[config.mk]
export PLATFORM = sky130hd
export DESIGN_NAME = gpio_irq_ctrl
export DESIGN_NICKNAME = d
export VERILOG_FILES = /design/src/rtl/gpio_irq_pkg.sv /design/src/rtl/gpio_pin_sync.sv /design/src/rtl/gpio_bank.sv /design/src/rtl/gpio_irq_unit.sv /design/src/rtl/gpio_irq_ctrl.sv
export SDC_FILE = /design/constraint.sdc
export NUM_CORES = 1
export LEC_CHECK = 0
export BUFFER_PORTS_ARGS = -buffer_cell sky130_fd_sc_hd__buf_2
export CAP_MARGIN = 20
export CORE_AREA = 2 2 272 409
export CTS_CLUSTER_DIAMETER = 200
export DETAILED_ROUTE_END_ITERATION = 10
export DIE_AREA = 0 0 274 411
export GPL_TIMING_DRIVEN = 0
export SLEW_MARGIN = 20
export SYNTH_ARGS = -nofsm -noshare
export SYNTH_HDL_FRONTEND = slang
export SYNTH_SLANG_ARGS = --single-unit
[constraint.sdc]
create_clock -name clk -period 2.6 [get_ports clk]
set_input_delay 0.26 -clock clk [delete_from_list [all_inputs] [get_ports clk]]
set_output_delay 0.26 -clock clk [all_outputs]
set_load 0.02 [all_outputs]
[src/rtl/gpio_irq_pkg.sv]
package gpio_irq_pkg;
  typedef enum logic [3:0] {
    RG_DIR = 4'd0,
    RG_OUT = 4'd1,
    RG_ALT = 4'd2,
    RG_PIN = 4'd3,
    RG_MSK = 4'd4,
    RG_TRG = 4'd5,
    RG_EDG = 4'd6,
    RG_LVL = 4'd7,
    RG_IST = 4'd8
  } bank_reg_e;

  localparam logic [3:0] TOP_PEND = 4'd0;
  localparam logic [3:0] TOP_ENAB = 4'd1;
endpackage

[src/rtl/gpio_pin_sync.sv]
module gpio_pin_sync #(
  parameter int W = 16
) (
  input  logic         clk,
  input  logic         rst_n,
  input  logic [W-1:0] raw,
  output logic [W-1:0] cur,
  output logic [W-1:0] prv
);
  logic [W-1:0] meta_q, cur_q, prv_q;

  always_ff @(posedge clk or negedge rst_n) begin
    if (!rst_n) begin
      meta_q <= '0;
      cur_q  <= '0;
      prv_q  <= '0;
    end else begin
      meta_q <= raw;
      cur_q  <= meta_q;
      prv_q  <= cur_q;
    end
  end

  assign cur = cur_q;
  assign prv = prv_q;
endmodule

[src/rtl/gpio_bank.sv]
module gpio_bank
  import gpio_irq_pkg::*;
#(
  parameter int PINS = 16,
  parameter int DW   = 16
) (
  input  logic            clk,
  input  logic            rst_n,
  input  logic            wr_en,
  input  logic            sel,
  input  logic [3:0]      reg_idx,
  input  logic [DW-1:0]   wdata,
  input  logic [PINS-1:0] pin_in,
  output logic [PINS-1:0] pin_out,
  output logic [PINS-1:0] pin_oe,
  output logic [PINS-1:0] alt_sel,
  output logic [DW-1:0]   rd_data,
  output logic            req
);
  logic [PINS-1:0] dir_q, out_q, alt_q, msk_q, trg_q, edg_q, lvl_q, ist_q;
  logic [PINS-1:0] dir_d, out_d, alt_d, msk_d, trg_d, edg_d, lvl_d, ist_d;
  logic [PINS-1:0] cur, prv, hit, wv;
  logic            wr_dir, wr_out, wr_alt, wr_msk, wr_trg, wr_edg, wr_lvl, wr_ist;

  gpio_pin_sync #(.W(PINS)) u_sync (
    .clk(clk), .rst_n(rst_n), .raw(pin_in), .cur(cur), .prv(prv)
  );

  assign wv     = wdata[PINS-1:0];
  assign wr_dir = wr_en && sel && (reg_idx == RG_DIR);
  assign wr_out = wr_en && sel && (reg_idx == RG_OUT);
  assign wr_alt = wr_en && sel && (reg_idx == RG_ALT);
  assign wr_msk = wr_en && sel && (reg_idx == RG_MSK);
  assign wr_trg = wr_en && sel && (reg_idx == RG_TRG);
  assign wr_edg = wr_en && sel && (reg_idx == RG_EDG);
  assign wr_lvl = wr_en && sel && (reg_idx == RG_LVL);
  assign wr_ist = wr_en && sel && (reg_idx == RG_IST);

  // per-pin condition: edge mode compares current and previous levels
  assign hit = (trg_q & ((edg_q & cur & ~prv) | (~edg_q & ~cur & prv)))
             | (~trg_q & ((lvl_q & cur) | (~lvl_q & ~cur)));

  always_comb begin
    dir_d = wr_dir ? wv : dir_q;
    out_d = wr_out ? wv : out_q;
    alt_d = wr_alt ? wv : alt_q;
    msk_d = wr_msk ? wv : msk_q;
    trg_d = wr_trg ? wv : trg_q;
    edg_d = wr_edg ? wv : edg_q;
    lvl_d = wr_lvl ? wv : lvl_q;
    ist_d = (wr_ist ? (ist_q & wv) : ist_q) | hit;
  end

  always_ff @(posedge clk or negedge rst_n) begin
    if (!rst_n) begin
      dir_q <= '0;
      out_q <= '0;
      alt_q <= '0;
      msk_q <= '1;
      trg_q <= '0;
      edg_q <= '0;
      lvl_q <= '0;
      ist_q <= '0;
    end else begin
      dir_q <= dir_d;
      out_q <= out_d;
      alt_q <= alt_d;
      msk_q <= msk_d;
      trg_q <= trg_d;
      edg_q <= edg_d;
      lvl_q <= lvl_d;
      ist_q <= ist_d;
    end
  end

  assign pin_oe  = dir_q;
  assign pin_out = out_q & dir_q;
  assign alt_sel = alt_q;
  assign req     = |(ist_q & ~msk_q);

  always_comb begin
    rd_data = '0;
    case (reg_idx)
      RG_DIR:  rd_data[PINS-1:0] = dir_q;
      RG_OUT:  rd_data[PINS-1:0] = out_q;
      RG_ALT:  rd_data[PINS-1:0] = alt_q;
      RG_PIN:  rd_data[PINS-1:0] = cur;
      RG_MSK:  rd_data[PINS-1:0] = msk_q;
      RG_TRG:  rd_data[PINS-1:0] = trg_q;
      RG_EDG:  rd_data[PINS-1:0] = edg_q;
      RG_LVL:  rd_data[PINS-1:0] = lvl_q;
      RG_IST:  rd_data[PINS-1:0] = ist_q;
      default: rd_data = '0;
    endcase
  end

  // latched bits stay set unless software writes the status register
  assert_sticky_R6: assert property (@(posedge clk) disable iff (!rst_n)
    !wr_ist |=> ((ist_q & $past(ist_q)) == $past(ist_q)));

  // a status write clears the written-zero bits that had no fresh condition
  assert_clear_R7: assert property (@(posedge clk) disable iff (!rst_n)
    wr_ist |=> ((ist_q & ~$past(hit) & ~$past(wv)) == '0));

  assert_rise_R4: assert property (@(posedge clk) disable iff (!rst_n)
    1'b1 |=> ((ist_q & $past(cur & ~prv & trg_q & edg_q)) == $past(cur & ~prv & trg_q & edg_q)));

  assert_fall_R5: assert property (@(posedge clk) disable iff (!rst_n)
    1'b1 |=> ((ist_q & $past(~cur & prv & trg_q & ~edg_q)) == $past(~cur & prv & trg_q & ~edg_q)));

  assert_masked_R8: assert property (@(posedge clk) disable iff (!rst_n)
    (&msk_q) |-> !req);
endmodule

[src/rtl/gpio_irq_unit.sv]
module gpio_irq_unit #(
  parameter int NB   = 4,
  parameter int NX   = 6,
  parameter int DW   = 16,
  parameter int GBIT = 15
) (
  input  logic          clk,
  input  logic          rst_n,
  input  logic          wr_enab,
  input  logic [DW-1:0] wdata,
  input  logic [NB-1:0] bank_req,
  input  logic [NX-1:0] ext_req,
  output logic [DW-1:0] pend,
  output logic [DW-1:0] enab,
  output logic          irq_out
);
  localparam int NSRC = NB + NX;
  localparam logic [DW-1:0] KEEP = (DW'(1) << GBIT) | ((DW'(1) << NSRC) - DW'(1));

  logic [DW-1:0] en_q, en_d;
  logic          irq_q, irq_d;

  always_comb begin
    pend = '0;
    pend[NB-1:0]    = bank_req;
    pend[NSRC-1:NB] = ext_req;
  end

  always_comb begin
    en_d  = wr_enab ? (wdata & KEEP) : en_q;
    irq_d = en_q[GBIT] && (|(pend[NSRC-1:0] & en_q[NSRC-1:0]));
  end

  always_ff @(posedge clk or negedge rst_n) begin
    if (!rst_n) begin
      en_q  <= '0;
      irq_q <= 1'b0;
    end else begin
      en_q  <= en_d;
      irq_q <= irq_d;
    end
  end

  assign enab    = en_q;
  assign irq_out = irq_q;

  assert_global_R10: assert property (@(posedge clk) disable iff (!rst_n)
    irq_out |-> $past(en_q[GBIT]));

  assert_source_R10: assert property (@(posedge clk) disable iff (!rst_n)
    $rose(irq_out) |-> ($past(pend[NSRC-1:0] & en_q[NSRC-1:0]) != '0));
endmodule

[src/rtl/gpio_irq_ctrl.sv]
module gpio_irq_ctrl
  import gpio_irq_pkg::*;
#(
  parameter int NB   = 4,
  parameter int PINS = 16,
  parameter int NX   = 6,
  parameter int DW   = 16,
  parameter int GBIT = 15,
  localparam int BW  = $clog2(NB),
  localparam int AW  = BW + 5,
  localparam int NP  = NB * PINS
) (
  input  logic          clk,
  input  logic          rst_n,
  input  logic          wr_en,
  input  logic [AW-1:0] addr,
  input  logic [DW-1:0] wdata,
  output logic [DW-1:0] rdata,
  input  logic [NP-1:0] pin_in,
  output logic [NP-1:0] pin_out,
  output logic [NP-1:0] pin_oe,
  output logic [NP-1:0] alt_sel,
  input  logic [NX-1:0] ext_req,
  output logic          irq_out
);
  logic          is_top;
  logic [BW-1:0] bank_idx;
  logic [3:0]    reg_idx;
  logic [NB-1:0] bank_req;
  logic [DW-1:0] bank_rd [NB];
  logic [DW-1:0] pend, enab;

  assign is_top   = addr[AW-1];
  assign bank_idx = addr[AW-2 -: BW];
  assign reg_idx  = addr[3:0];

  for (genvar b = 0; b < NB; b++) begin : g_bank
    gpio_bank #(.PINS(PINS), .DW(DW)) u_bank (
      .clk(clk), .rst_n(rst_n), .wr_en(wr_en),
      .sel(!is_top && (bank_idx == BW'(b))),
      .reg_idx(reg_idx), .wdata(wdata),
      .pin_in(pin_in[b*PINS +: PINS]),
      .pin_out(pin_out[b*PINS +: PINS]),
      .pin_oe(pin_oe[b*PINS +: PINS]),
      .alt_sel(alt_sel[b*PINS +: PINS]),
      .rd_data(bank_rd[b]),
      .req(bank_req[b])
    );
  end

  gpio_irq_unit #(.NB(NB), .NX(NX), .DW(DW), .GBIT(GBIT)) u_irq (
    .clk(clk), .rst_n(rst_n),
    .wr_enab(wr_en && is_top && (reg_idx == TOP_ENAB)),
    .wdata(wdata), .bank_req(bank_req), .ext_req(ext_req),
    .pend(pend), .enab(enab), .irq_out(irq_out)
  );

  always_comb begin
    rdata = '0;
    if (is_top) begin
      case (reg_idx)
        TOP_PEND: rdata = pend;
        TOP_ENAB: rdata = enab;
        default:  rdata = '0;
      endcase
    end else begin
      rdata = bank_rd[bank_idx];
    end
  end
endmodule

==> run_results.csv <==
group,metric,value,unit
logic_synthesis,ys_ff_latch,716,
logic_synthesis,syn_area,32600,sq um
layout,final_cell_mix,"dfrtp_1, mux2_2, buf_2, nand2_1, o21ai_0",
logic_synthesis,syn-num-nets,2791,
timing,fin_worst_skew,0.0267,ns
logic_synthesis,synth_top_family_by_area,"multiplexers",
logic_synthesis,yosysTopAreaCell,"dfrtp_1",
logic_synthesis,ys.warnings.count,0,
clock_tree,cts_max_level,3,
die,die_y,411,um
drt,drtIter0Drc,3442,
layout,syn2layout_area_growth,29.6,%
grt,grt_max_degree,96,
worst_setup_path,slowest_delay,0.95,ns
logic_synthesis,synthXorXnorAreaFrac,0.0269,%
die,floorplan.initialDensity,29.8,%
run_status,status,"finished with violations",
die,dieArea,113000,sq um
layout,mostFrequentLayoutCell,"dfrtp_1",
worst_setup_path,crit_type,"in2out",
logic_synthesis,muxShareOfSynthArea,18.9,%
timing,max_slew_margin,16.9,%
worst_setup_path,timing.rr.start,"g_bank[0].u_bank.msk_q[7]",
place,hpwlAfterDp,113000,um
layout,drive_above_1_share,40.6,%
worst_setup_path,r2r_slack,0.04,ns
place,portBuffers,302,
logic_synthesis,synth_simple_gate_area_share,10.5,%
worst_setup_path,cp.arrival,3.19,ns
logic_synthesis,async_flop_share,100,%
die,die_w,274,um
run_status,violations,"setup timing",
worst_setup_path,crit_fanout,10,
clock_tree,clk_pin_slew,0.06,ns
drt,routed_via_density,5.77,
timing,worst_slew_pin_slew,1.25,ns
clock_tree,tritoncts,"built",
timing,fin_crit_sh,133,%
drt,wirelength,160000,um
logic_synthesis,synth_edf_count,0,
worst_setup_path,endpoint_kind,"output port",
timing,period_needed,3.45,ns
logic_synthesis,yosys.area.top_type_share,50.1,%
logic_synthesis,synth_cells,2695,
power_and_ir_drop,power,28.7,mW
die,io_pins,305,
logic_synthesis,synth_fa_ha_area_share,0,%
run,max-cap-violations,0,
worst_setup_path,worst_r2r_path_depth,7,
drt,first_pass_iters,6,
worst_setup_path,worstPathCellList,"buf_2 > clkdlybuf4s15_1 > nand2_1 > a41oi_1 > o21ai_0 > nand3_1 > buf_2",
timing,fmax,290,MHz
drt,ant_nets,0,
logic_synthesis,avgSynthCellArea,12.1,sq um
power_and_ir_drop,ir_drop,523,uV
power_and_ir_drop,power_density,681,nW/um^2
drt,drc,0,
place,place_congestion,1.01,
logic_synthesis,ys_top_cells_by_area,"dfrtp_1, mux2_2, dfstp_2, o21ai_0, nand2_1",
clock_tree,clockBufferDepth,3,
logic_synthesis,synth_ff_type,"dfrtp_1",
grt,gr-usage-all-layers,28.0,%
worst_setup_path,cp-start-kind,"input pin",
worst_setup_path,crit_path_frequent_cell,"buf_2",
drt,wl_per_cell,33.3,um
grt,grt_pass1_wl,217000,um
layout,fin_nets,3390,
timing,hold_violations,0,
layout,fin_util,38.6,%
logic_synthesis,synth.distinct_cells,78,
worst_setup_path,crit_slowest_cell,"clkdlybuf4s15_1",
clock_tree,cts.sink_count,716,
drt,vias,27701,
timing,drv_slew,0,
timing,fin_ws,-0.845,ns
timing,grt_setup_unrepaired,"true",
grt,first_global_vias,26593,
worst_setup_path,r2r-end,"u_irq.irq_out",
power_and_ir_drop,leakagePower,18.9,nW
logic_synthesis,ys_seq_area_share,55.3,%
min_path,hold_class,"in2async",
clock_tree,numCtsBuffers,73,
die,fp-row-count,149,
clock_tree,insertion_delay,0.68,ns
die,core_area,109000,sq um
grt,antenna_found_initial,13,
layout,stdcell_count,4797,
logic_synthesis,synth_compound_area_share,12.1,%
timing,setup_violations,18,
worst_setup_path,cp.required,2.34,ns
grt,grt_overflow_total,0,
place,dp_cells,4444,
clock_tree,cts_root_buf,"clkbuf_16",
power breakdown:
group / switching, mW / total (mW) / leakage (nW) / internal (mW)
sequential: 0.921 / 12.9 / 8.83 / 12.0
combinational: 2.27 / 3.86 / 8.80 / 1.59
clock: 4.93 / 12.0 / 1.32 / 7.04
total: 8.12 / 28.7 / 18.9 / 20.6
cell usage after synthesis, types with 10 or more instances:
master / number
mux2i_1: 68
a22oi_1: 92
clkbuf_1: 80
nand2_1: 198
a211oi_1: 12
o21ai_0: 169
nor2_1: 48
buf_2: 58
o22ai_1: 94
buf_4: 21
dfrtp_1: 652
and2_1: 68
nand2b_1: 73
nand2_2: 10
o211ai_1: 15
nand3b_1: 65
mux2_2: 465
a221o_1: 16
a21oi_1: 55
dfstp_2: 64
o221ai_1: 13
nor3_1: 10
a221oi_1: 39
nand3_1: 80
a22o_1: 16
inv_1: 52
nor2b_1: 18
layout make-up:
type,count,area [sq um]
Antenna cell,9,22.5
Buffer,164,1390
Clock buffer,103,2240
Clock inverter,32,457
Fill cell,10718,67000
Inverter,54,221
Multi-Input combinational cell,1756,14200
Sequential cell,716,18000
Tap cell,1434,1790
Timing Repair Buffer,529,3910
worst max-delay path, delay by kind of cell:
kind,cells,cell delay [ns]
and+or+nand+nor,2,0.93
AOI/OAI and AO/OA,2,0.73
buffers and inverters,3,1.27
worst max path at each step:
stage,cells past startpoint,to,slack (ns),startpoint
floorplan,6,rdata[0],0.26,g_bank[0].u_bank.msk_q[9]
global placement,1,g_bank[3].u_bank.pin_oe[0],-14.38,rst_n
detailed placement,10,rdata[7],-1.86,addr[3]
CTS,7,rdata[0],-0.68,g_bank[0].u_bank.msk_q[3]
global route,7,rdata[0],-0.74,g_bank[0].u_bank.msk_q[3]
finish,7,rdata[8],-0.85,addr[5]
per-layer routing:
| metal | track usage (%) | vias to the layer above | share of wire (%) |
|---|---|---|---|
| met5 | 0 | - | 0.028 |
| met4 | 23.3 | 6 | 10 |
| met3 | 7.64 | 634 | 9.5 |
| met2 | 42.5 | 1851 | 44 |
| met1 | 32.8 | 14043 | 36 |
| li1 | - | 11167 | - |
timing repair:
| action | CTS | global route |
|---|---|---|
| pin swaps | 48 | 44 |
| setup buffers | 79 | 52 |
| resized for setup | 272 | 80 |
| endpoints found under the hold margin | 311 | 0 |
| hold buffers | 82 | 0 |
| gates cloned | 2 | 0 |
| setup endpoints to repair | 118 | 16 |
cell families after synthesis:
logic type | count (synthesis)
compound gates | 585
mux | 543
simple gates | 627
xor+xnor | 1
flops | 716
buf+inv | 223
flip-flops by register name, summed over array words and instances (netlist names):
register,cells
g_bank.u_bank.ist_q,64
g_bank.u_bank.edg_q,64
g_bank.u_bank.u_sync.cur,64
g_bank.u_bank.u_sync.prv,64
g_bank.u_bank.lvl_q,64
g_bank.u_bank.msk_q,64
g_bank.u_bank.pin_oe,64
g_bank.u_bank.out_q,64
g_bank.u_bank.u_sync.meta_q,64
u_irq.enab,11
g_bank.u_bank.trg_q,64
g_bank.u_bank.alt_sel,64
u_irq.irq_out,1
through the flow:
step	setup TNS (ns)	instance area, sq um	worst slack [ns]	hold WS, ns
after global placement	-	35900	-14.38	0.334
after floorplan	0	32600	0.261	-0.0356
after global routing	-5.27	42200	-0.735	0.146
after CTS	-5.17	41400	-0.682	0.101
final	-6.19	42200	-0.845	0.118
after detailed placement	-222.91	36200	-1.86	0.219
Power figures use the tool's default switching activity.
